--- src/rtl/snd_pkg.sv ---
package snd_pkg;

    localparam int NIB_W = 4;
    localparam int SEG_W = 7;
    localparam int MAG_W = NIB_W;
    localparam int SEG_G = 6;

    typedef logic [NIB_W-1:0] nib_t;
    typedef logic [SEG_W-1:0] seg_t;

    typedef struct packed {
        logic             neg;
        logic [MAG_W-1:0] mag;
    } sgn_mag_t;

    localparam seg_t SEG_BLANK = '0;
    localparam seg_t SEG_MINUS = seg_t'(1) << SEG_G;

    // digit to segment pattern, bit 0 = a ... bit 6 = g
    function automatic seg_t digit_pattern(input logic [MAG_W-1:0] d);
        seg_t s;
        case (d)
            4'd0:    s = 7'b0111111;
            4'd1:    s = 7'b0000110;
            4'd2:    s = 7'b1011011;
            4'd3:    s = 7'b1001111;
            4'd4:    s = 7'b1100110;
            4'd5:    s = 7'b1101101;
            4'd6:    s = 7'b1111101;
            4'd7:    s = 7'b0000111;
            4'd8:    s = 7'b1111111;
            default: s = SEG_BLANK;
        endcase
        return s;
    endfunction

endpackage

--- src/rtl/snd_sign_split.sv ---
module snd_sign_split
    import snd_pkg::*;
(
    input  nib_t     nib,
    output sgn_mag_t sm
);
    logic [MAG_W-1:0] negated;

    always_comb begin
        negated = (~nib) + MAG_W'(1);
        sm.neg  = nib[NIB_W-1];
        sm.mag  = sm.neg ? negated : nib;
    end

    always_comb begin
        // magnitude never exceeds 8
        p_mag_range_r4: assert (sm.mag <= MAG_W'(8));
        // only the most negative code yields 8
        p_min_gives_eight_r5: assert ((sm.mag == MAG_W'(8)) == (nib == 4'b1000));
    end
endmodule

--- src/rtl/snd_digit_enc.sv ---
module snd_digit_enc
    import snd_pkg::*;
(
    input  logic [MAG_W-1:0] digit,
    output seg_t             seg
);
    always_comb seg = digit_pattern(digit);

    always_comb begin
        // digit 1 lights exactly two segments
        p_one_two_segs_r6: assert ((digit != MAG_W'(1)) || ($countones(seg) == 2));
        // digits 0..8 never produce a dark display
        p_digit_visible_r6: assert ((digit > MAG_W'(8)) || (seg != SEG_BLANK));
    end
endmodule

--- src/rtl/snd_sign_enc.sv ---
module snd_sign_enc
    import snd_pkg::*;
(
    input  logic neg,
    output seg_t seg
);
    always_comb seg = neg ? SEG_MINUS : SEG_BLANK;

    always_comb begin
        // never more than one sign segment lit
        p_sign_single_r2: assert ($onehot0(seg));
    end
endmodule

--- src/rtl/snd_signed_nibble_display.sv ---
module snd_signed_nibble_display
    import snd_pkg::*;
(
    input  logic [3:0] nib_in,
    output logic [6:0] mag_seg,
    output logic [6:0] sign_seg
);
    sgn_mag_t sm;
    seg_t     mag_s;
    seg_t     sign_s;

    snd_sign_split u_split (
        .nib (nib_in),
        .sm  (sm)
    );

    snd_digit_enc u_digit (
        .digit (sm.mag),
        .seg   (mag_s)
    );

    snd_sign_enc u_sign (
        .neg (sm.neg),
        .seg (sign_s)
    );

    assign mag_seg  = mag_s;
    assign sign_seg = sign_s;

    always_comb begin
        // minus bar tracks the input sign bit
        p_minus_tracks_msb_r1: assert (sign_seg[SEG_G] == nib_in[NIB_W-1]);
        // sign display segments a..f stay dark
        p_sign_af_dark_r2: assert (sign_seg[SEG_G-1:0] == '0);
        // 0011 shows 3 with blank sign
        p_three_plain_r7: assert ((nib_in != 4'b0011) || (mag_seg == 7'b1001111 && sign_seg == '0));
    end
endmodule

--- config.mk ---
export PLATFORM = sky130hd
export DESIGN_NAME = snd_signed_nibble_display
export DESIGN_NICKNAME = d
export VERILOG_FILES = /design/src/rtl/snd_pkg.sv /design/src/rtl/snd_sign_split.sv /design/src/rtl/snd_digit_enc.sv /design/src/rtl/snd_sign_enc.sv /design/src/rtl/snd_signed_nibble_display.sv
export SDC_FILE = /design/constraint.sdc
export NUM_CORES = 1
export LEC_CHECK = 0
export ABC_CLOCK_PERIOD_IN_PS = 4800
export BUFFER_PORTS_ARGS = -buffer_cell sky130_fd_sc_hd__buf_2
export CAP_MARGIN = 20
export CORE_AREA = 8 8 45 47
export DETAILED_ROUTE_END_ITERATION = 12
export DIE_AREA = 0 0 53 55
export GPL_TIMING_DRIVEN = 0
export PLACE_DENSITY = 0.56
export SLEW_MARGIN = 0
export SYNTH_ARGS = -nofsm -noshare
export SYNTH_HDL_FRONTEND = slang
export SYNTH_SLANG_ARGS = --single-unit
--- constraint.sdc ---
create_clock -name vclk -period 4.8
set_clock_uncertainty 0.2 [all_clocks]
set_input_delay 0.48 -clock vclk [all_inputs]
set_output_delay 0.48 -clock vclk [all_outputs]
set_load 0.01 [all_outputs]
# [Word level (Yosys, flattened, before mapping)]
# Memory sizes are Yosys's and may differ from the RTL's.
# Cells that the tools add are included.
[totals] out_inout_bits=14 mem_bits_ro=112 register_bits=0 word_cells=5 input_bits=4 memories=1
[op_classes] mux=2 bitwise_logic=1 addsub=1
[memory_table] memory="(no name shown)" depth=16 word_bits=7 read_ports=1 rd_ports_with_merged_regs=0 wr=0 line="snd_pkg.sv:22" source="case (d)"
[op_table] cell="two-way mux 7 bit" n=1
[op_table] cell="adder 4 x 1 -> 4 bit (second input constant)" n=1
[op_table] cell="two-way mux 4 bit" n=1
[op_table] cell="inverter 4 bit" n=1

# [Logic depth before layout (Yosys ltp)]
# Gate-level depths: netlist of the first run.
# An unclocked memory read counts as a cell.
[logic_depth] depth_word=4 ltp_mapped=8 ltp_nobuf=8

# [Modules after synthesis]
# From an unflattened synthesis of the first run, not the netlist that was laid out.
[hier_totals] cells_unflattened=44 hier_area_um2=346.6
[modules_own_cells] module="snd_digit_enc" cells_per_inst=26 seq_area_each_um2=0.0 instances=1 area_each_um2=216.5
[modules_own_cells] module="snd_sign_split" cells_per_inst=10 seq_area_each_um2=0.0 instances=1 area_each_um2=73.8
[modules_own_cells] module="snd_sign_enc" cells_per_inst=8 seq_area_each_um2=0.0 instances=1 area_each_um2=56.3

# [Worst setup path after synthesis of the first run]
# OpenSTA, ideal clock, no wires.
[synth_timing] path_type="input to output" start="input port nib_in[0]" end="output port mag_seg[6]" cell_stages=8 n_path_buf=0 required_time_ps=4120 arrival_ps=1704 slack_ps=2416 path_cell_list="inv_1 ha_1 nand2_1 nand2_1 ha_1 mux2i_1 a221oi_1 o21ai_0"
[synth_via] elab_chain_cells=4
[synth_lines] element="start: declaration" line="snd_signed_nibble_display.sv:4" source="input logic [3:0] nib_in,"
[synth_lines] element="inverter 4 bit" line="snd_sign_split.sv:10" source="negated = (~nib) + MAG_W'(1);"
[synth_lines] element="adder 4 x 1 -> 4 bit" line="snd_sign_split.sv:10"
[synth_lines] element="two-way mux 4 bit (*)" line="snd_sign_split.sv:12" source="sm.mag = sm.neg ? negated : nib;"
[synth_lines] element="memory (16 x 7 bit) (*)"
[synth_lines] element="end: declaration" line="snd_signed_nibble_display.sv:5" source="output logic [6:0] mag_seg,"
# Mark *: on every way between the ends. The rest lies on a longest branch, timed or not.

# [Worst setup path after layout of the first run]
# Ends and elaborated chain as after synthesis.

==> impl_metrics.py, run 1 <==
metrics = {
    "power_and_ir_drop": {
        "comb_power_share_pct": 100.0,
        "p_sw_share_pct": 53.4,
        "pwr-share-clk_pct": 0,
        "p_int_w": 0.0000237,
        "max-vdd-ir-drop_v": 0.0000327,
        "p_leak_nw": 0.252,
        "p_seq_share_pct": 0,
        "powerDensity_mw_per_mm2": 102,
        "power_switching_w": 0.0000271,
    },
    "sta": {
        "setup_viol": 0,
        "report.final.hold_viol_count": 0,
        "post-route-min-period_ns": 2.70,
        "whs_ns": 0.947,
        "clock.fmax_ghz": 0.370,
        "setup_slack_ns": 2.10,
        "drv_slew": 0,
        "finalCritPeriodShare_pct": 56.3,
        "rsz0062_at_grt": "false",
        "fin_setup_tns_ns": 0,
    },
    "finish": {
        "instances_no_fill": 90,
        "area_delta_synth_final_pct": 21.6,
        "final_cell_area_um2": 500,
        "antenna_cells": 0,
        "seqCellArea_um2": 0,
        "seq_cell_count": 0,
        "fill_cells": 161,
        "nets": 85,
        "layout_commonest_cell": "buf_2",
        "final_cell_mix": "buf_2 (11), buf_4 (8), nand2_1 (6), conb_1 (6)",
        "drive_above_1_share_pct": 29.7,
        "nClkBuffers": 0,
    },
    "yosys": {
        "postSynthAreaPerCell_um2": 6.98,
        "syn_inst": 59,
        "yosysSeqAreaShare_pct": 0,
        "yosys_warnings": 0,
        "ys_types": 27,
        "synth_area_um2": 412,
    },
    "setup_path": {
        "path_cells": "buf_2 -> inv_1 -> ha_1 -> nand2_1 -> nand2_1 -> ha_1 -> mux2i_1 -> a221oi_1 -> o21ai_0 -> buf_2",
        "cp_top_family": "adder cells",
        "critPathKind": "input pin to primary output",
        "critPathLaunchType": "input pin",
        "cp-end-kind": "primary output",
        "cp_num_buf_inv": 3,
        "cp.arrival_ns": 2.02,
        "slowest_delay_ns": 0.32,
        "crit_fanout": 5,
        "critical_path_required_ns": 4.12,
        "critPathSlowestCell": "ha_1",
    },
    "detailed_routing": {
        "ant_nets": 0,
        "post_drt_wl_per_cell_um": 10.0,
        "vias": 419,
        "drt_iter0_markers": 13,
        "first_pass_iters": 4,
        "routed_wl_um": 903,
        "vias_per_cell": 4.66,
        "drc": 0,
    },
    "global_route": {
        "grt_pass1_wl_mm": 1.51,
        "grtUsageTotal_pct": 6.16,
        "busiest_layer": "met2",
        "met1_usage_pct": 7.54,
        "grtUsageMet3_pct": 1.60,
        "antenna_found_initial": 0,
        "grt_pass1_vias": 366,
        "grt_max_degree": 11,
        "grt-ovfl-total": 0,
        "grtUsageMet2_pct": 11.1,
    },
    "floorplan": {
        "dieHeight_um": 55,
        "die_area_mm2": 0.00292,
        "core_region_area_mm2": 0.00138,
        "ios": 18,
        "start_util_pct": 29.7,
        "dieWidth_um": 53,
        "rows": 14,
    },
    "placement": {
        "placed_area_um2": 500,
        "dp_hpwl_um": 758,
        "gp_congestion": 0.788,
        "dp.cells": 90,
        "pre_cts_ws_ns": 2.09,
        "io_buffers": 10,
    },
    "min_path": {
        "hp-start": "nib_in[3]",
        "holdPathEnd": "sign_seg[6]",
        "min_path_cells": 2,
        "hold_class": "input pin to primary output",
    },
    "cts": {
        "post_cts_buffers": 0,
        "cts_resized": 0,
        "hold_buffers": 0,
    },
    "flow_run": {
        "cap_violations": 0,
    },
    "status": {
        "status": "completed",
    },
}
## logic make-up (layout without fill, tap and decap cells)
family	count (synthesis)	count (layout)	share of synthesized area, %
AO/OA/AOI/OAI	17	17	30.1
XOR/XNOR	1	1	2.13
adder cells (fa/ha/maj)	5	5	15.2
buffers and inverters	15	25	23.1
multiplexers	1	1	2.43
other	1	6	0.911
AND/OR/NAND/NOR	19	19	26.1
## metal layers
| metal | vias up | wire (um) |
|---|---|---|
| li1 | 221 | - |
| met4 | 0 | 0 |
| met1 | 185 | 355 |
| met5 | - | 0 |
| met2 | 13 | 424 |
| met3 | 0 | 124 |
## how the worst max path moves through the flow
stage | startpoint | to | slack [ns] | cells after the start
global route | nib_in[0] | mag_seg[6] | 1.86 | 10
detailed placement | nib_in[0] | mag_seg[6] | 2.09 | 10
floorplan | nib_in[0] | mag_seg[6] | 2.42 | 8
finish | nib_in[0] | mag_seg[6] | 2.10 | 10
global placement | nib_in[0] | mag_seg[6] | 2.06 | 10
CTS | nib_in[0] | mag_seg[6] | 2.09 | 10
## synth_stat cells (all sizes together)
cell,count,share of area [%]
a32o,1,2.4
conb,1,0.91
mux2i,1,2.4
nand2,6,5.5
o41ai,1,2.1
a2bb2oi,1,3.6
o31ai,1,1.8
nor4b,1,5.8
a21boi,1,1.8
a221oi,1,2.1
nor2,5,4.6
xnor2,1,2.1
o22ai,1,1.5
buf,10,19
ha,5,15
o21a,1,1.8
a21oi,1,1.2
inv,5,4.6
nor2b,2,3.0
nand3,1,1.2
nand2b,4,6.1
o21ai,6,7.3
o2111ai,1,2.1
o31a,1,2.1
## power by group through the flow
stage | Combinational, W | Clock [W] | Sequential (W)
5_1_grt | 0.0000581 | 0 | 0
6_report | 0.0000508 | 0 | 0
2_1_floorplan | 0.0000376 | 0 | 0
3_5_place_dp | 0.0000511 | 0 | 0
4_1_cts | 0.0000513 | 0 | 0
3_3_place_gp | 0.0000511 | 0 | 0
## per-stage QoR
stage	utilization, %	power [W]
after detailed placement	36.2	0.0000511
after floorplan	-	0.0000376
after CTS	36.2	0.0000513
after global placement	36.2	0.0000511
after global routing	36.2	0.0000581
final	36.2	0.0000508
## area by class of cell
type / instances / area, um2 / area share [%]
inverters: 5 / 18.8 / 3.75
plain buffers: 10 / 76.3 / 15.3
well taps: 16 / 20.0 / 4.00
multi-input cells: 49 / 335 / 67.0
repair buffers: 10 / 50.0 / 10.0
Power figures use the tool's default switching activity.
==> inputs of run 2 (changes only) <==
Settings changed: ABC_CLOCK_PERIOD_IN_PS 4800 to 2300, PLACE_DENSITY 0.56 to 0.58.
Clock period 4.8 ns to 2.3 ns, I/O delays scaled along.
==> impl_metrics.py, run 2 (same netlist as run 1, synthesis figures left out) <==
metrics = {
    "floorplan": {
        "dieWidth_um": 53,
        "ios": 18,
        "die_area_mm2": 0.00292,
        "dieHeight_um": 55,
        "rows": 14,
        "core_region_area_mm2": 0.00138,
        "start_util_pct": 29.7,
    },
    "power_and_ir_drop": {
        "p_leak_nw": 0.251,
        "powerDensity_mw_per_mm2": 215,
        "max-vdd-ir-drop_v": 0.0000714,
    },
    "sta": {
        "fin_setup_tns_ns": 0,
        "rsz0062_at_grt": "false",
        "drv_slew": 0,
        "clock.fmax_ghz": 0.468,
        "finalCritPeriodShare_pct": 93.0,
        "setup_slack_ns": 0.161,
        "setup_viol": 0,
        "post-route-min-period_ns": 2.14,
        "report.final.hold_viol_count": 0,
    },
    "detailed_routing": {
        "vias_per_cell": 4.63,
        "vias": 417,
        "first_pass_iters": 4,
        "routed_wl_um": 971,
        "drt_iter0_markers": 4,
        "drc": 0,
        "ant_nets": 0,
        "post_drt_wl_per_cell_um": 10.8,
    },
    "finish": {
        "instances_no_fill": 90,
        "fill_cells": 150,
        "nClkBuffers": 0,
        "final_cell_mix": "buf_2 (10), buf_4 (8), nand2_1 (6), conb_1 (6)",
        "area_delta_synth_final_pct": 26.4,
        "layout_commonest_cell": "buf_2",
        "seqCellArea_um2": 0,
        "antenna_cells": 0,
        "drive_above_1_share_pct": 35.1,
        "seq_cell_count": 0,
        "nets": 85,
        "multi_input_area_um2": 353,
    },
    "global_route": {
        "grt_max_degree": 11,
        "grt_pass1_vias": 364,
        "grt-ovfl-total": 0,
        "antenna_found_initial": 0,
        "grt_pass1_wl_mm": 1.52,
        "grtUsageTotal_pct": 6.27,
    },
    "cts": {
        "hold_buffers": 0,
    },
    "setup_path": {
        "critPathKind": "input pin to primary output",
        "crit_fanout": 5,
        "critPathLaunchType": "input pin",
        "cp-end-kind": "primary output",
        "critical_path_required_ns": 1.87,
        "cp.arrival_ns": 1.71,
    },
    "placement": {
        "pre_cts_ws_ns": 0.0537,
        "dp.cells": 90,
        "io_buffers": 10,
        "dp_hpwl_um": 768,
        "gp_congestion": 0.795,
    },
    "status": {
        "status": "completed",
    },
    "flow_run": {
        "cap_violations": 0,
    },
    "min_path": {
        "hold_class": "input pin to primary output",
    },
}
==> run 2: cell count changes in the layout (fill, tap and decap cells not counted) <==
cell      before  now
clkbuf_4       0    1
nor2b_2        0    1
nor2b_1        2    1
inv_2          0    1
ha_1           5    3
ha_4           0    1
buf_2         11   10
inv_1          5    4
ha_2           0    1
==> run 2: layer usage <==
metal	wire (um)	vias to the layer above	track usage (%)	part of all wire, %
met3	65	0	0.267	6.7
met4	0	0	0	0
met5	0	-	0	0
li1	-	222	-	-
met1	394	186	8.30	41
met2	511	9	11.5	53
==> run 2: what timing repair did <==
| item | 4_1_cts | 5_1_grt |
|---|---|---|
| endpoints found under the setup margin | 0 | 2 |
| resized for setup | 0 | 5 |
| buffers inserted | 0 | 0 |
==> run 2: path summary, 6_finish.rpt <==
check | slack, ns | cells past startpoint | from | to
worst max-delay path | 0.16 | 10 | nib_in[0] | mag_seg[6]
worst min-delay path | 0.45 | 2 | nib_in[3] | sign_seg[6]
==> run 2: cell type report <==
class / instances / share of cell area [%]
Tap cell: 16 / 3.85
Buffer: 10 / 14.7
Timing Repair Buffer: 10 / 10.1
Inverter: 5 / 3.61
Multi-Input combinational cell: 49 / 67.8
==> run 2: per-stage QoR <==
stage | hold WS (ns) | cell area [um2] | total power (W) | utilization (%)
global route | 0.451 | 520 | 0.000126 | 37.6
global placement | 0.449 | 500 | 0.000106 | 36.2
floorplan | 0.352 | 430 | 0.0000784 | -
finish | 0.447 | 520 | 0.000112 | 37.6
detailed placement | 0.449 | 500 | 0.000107 | 36.2
CTS | 0.450 | 500 | 0.000107 | 36.2
==> run 2: power breakdown <==
group	total (W)	leakage (nW)	internal [W]	switching [W]
combinational	0.000112	0.251	0.0000527	0.0000592
sequential	0	0	0	0
clock	0	0	0	0
==> run 2: critical path: stages <==
cell	delay [ns]
buf_2	0.16
inv_2	0.09
ha_4	0.28
nand2_1	0.07
nand2_1	0.09
ha_2	0.20
mux2i_1	0.08
a221oi_1	0.25
o21ai_0	0.10
buf_2	0.16
==> inputs of run 3 (changes only) <==
Settings changed: ABC_AREA set to 1, CORE_AREA 8 8 45 47 to 2 2 39 41, DIE_AREA 0 0 53 55 to 0 0 41 43, PLACE_DENSITY 0.58 to 0.48.
==> impl_metrics.py, run 3 <==
metrics = {
    "power_and_ir_drop": {
        "powerDensity_mw_per_mm2": 215,
        "p_leak_nw": 0.256,
        "max-vdd-ir-drop_v": 0.0000588,
    },
    "global_route": {
        "grtUsageTotal_pct": 6.29,
        "antenna_found_initial": 0,
        "grt_max_degree": 10,
        "grt_pass1_vias": 225,
        "grt-ovfl-total": 0,
        "grt_pass1_wl_um": 848,
    },
    "setup_path": {
        "critPathKind": "input pin to primary output",
        "cp-end-kind": "primary output",
        "critical_path_required_ns": 1.87,
        "cp.arrival_ns": 1.55,
        "critPathLaunchType": "input pin",
        "startpoint": "nib_in[0]",
        "crit_fanout": 4,
    },
    "finish": {
        "seqCellArea_um2": 0,
        "antenna_cells": 0,
        "fill_cells": 161,
        "area_delta_synth_final_pct": 34.6,
        "seq_cell_count": 0,
        "nClkBuffers": 0,
        "final_cell_mix": "nand2_1 (15), buf_2 (12), nand3_1 (7), buf_4 (7)",
        "nets": 78,
        "multi_input_area_um2": 229,
        "drive_above_1_share_pct": 32.8,
        "layout_commonest_cell": "nand2_1",
        "post-route-util_pct": 27.8,
    },
    "detailed_routing": {
        "routed_wl_um": 571,
        "drc": 0,
        "vias": 316,
        "first_pass_iters": 3,
        "ant_nets": 0,
        "drt_iter0_markers": 2,
        "vias_per_cell": 3.81,
        "post_drt_wl_per_cell_um": 6.88,
    },
    "sta": {
        "fin_setup_tns_ns": 0,
        "finalCritPeriodShare_pct": 86.1,
        "drv_slew": 0,
        "clock.fmax_ghz": 0.505,
        "whs_ns": 0.638,
        "report.final.hold_viol_count": 0,
        "setup_viol": 0,
        "post-route-min-period_ns": 1.98,
        "rsz0062_at_grt": "false",
        "setup_slack_ns": 0.319,
    },
    "yosys": {
        "yosysMostFrequentCell": "nand2_1",
        "synth_top_family_by_area": "simple AND/OR/NAND/NOR gates",
        "yosys-top-cells-count": "nand2_1 (15), buf_4 (7), nand3_1 (7)",
        "ys_types": 11,
        "synth_xor_area_share_pct": 0,
        "synth_top_area_share_pct": 21.9,
        "yosys_warnings": 0,
        "synth-compound-area-share_pct": 2.19,
        "synth_simple_gate_area_share_pct": 48.2,
        "synth_area_um2": 285,
        "muxShareOfSynthArea_pct": 0,
        "ys_top_cells_by_area": "ha_1 (22%), nand2_1 (20%), buf_4 (18%)",
        "synthAdderAreaFrac_pct": 21.9,
        "postSynthAreaPerCell_um2": 5.71,
        "yosysSeqAreaShare_pct": 0,
        "syn_inst": 50,
        "synth_top_cell_by_area": "ha_1",
    },
    "cts": {
        "cts_resized": 0,
        "post_cts_buffers": 0,
        "hold_buffers": 0,
    },
    "placement": {
        "pre_cts_ws_ns": 0.324,
        "dp_hpwl_um": 500,
        "gp_congestion": 0.735,
        "io_buffers": 12,
    },
    "floorplan": {
        "ios": 18,
        "rows": 14,
        "start_util_pct": 20.6,
        "core_region_area_mm2": 0.00138,
        "dieHeight_um": 43,
        "die_area_mm2": 0.00176,
        "dieWidth_um": 41,
    },
    "status": {
        "status": "completed",
    },
    "flow_run": {
        "cap_violations": 0,
    },
    "min_path": {
        "hp-start": "nib_in[3]",
        "hold_class": "input pin to primary output",
    },
}
[run 3: layout make-up]
class                           instances  area share [%]
Multi-Input combinational cell         42            59.6
Timing Repair Buffer                   12            15.6
Buffer                                  7            13.7
Inverter                                6            5.86
Tap cell                               16            5.21
[run 3: worst max-delay path, stage by stage]
cell     delay [ns]
buf_2          0.11
inv_1          0.09
ha_1           0.29
nand2_1        0.09
nand2_1        0.07
ha_1           0.28
nand3_1        0.10
nand2_1        0.06
nand2_1        0.05
nand2_1        0.04
buf_2          0.13
[run 3: worst paths after layout]
kind / end / slack, ns / cells after the start
hold / removal: sign_seg[6] / 0.64 / 3
setup / recovery: mag_seg[3] / 0.32 / 11
[run 3: cells by family (layout without fill, tap and decap cells)]
group           after synthesis  after routing
fa+ha+maj                     5              5
buf+inv                      13             25
compound gates                1              1
other cells                   1              6
simple gates                 30             30
[run 3: power breakdown]
part | internal, W | switching, W | leakage [nW] | total [W]
registers | 0 | 0 | 0 | 0
clock network | 0 | 0 | 0 | 0
logic | 0.0000352 | 0.0000474 | 0.256 | 0.0000826
total | 0.0000352 | 0.0000474 | 0.256 | 0.0000826
[run 3: per-layer routing]
metal	vias up	global-route usage, %	part of all wire, %
li1	182	-	-
met3	0	0	7.4
met5	-	0	0
met1	125	8.86	49
met2	9	10.9	43
met4	0	0	0
[run 3: per-stage QoR]
step,instances,total power (W),instance area [um2]
CTS,83,0.0000836,384
finish,83,0.0000826,384
global placement,83,0.0000835,384
global route,83,0.0000937,384
detailed placement,83,0.0000832,384
floorplan,55,0.0000570,304
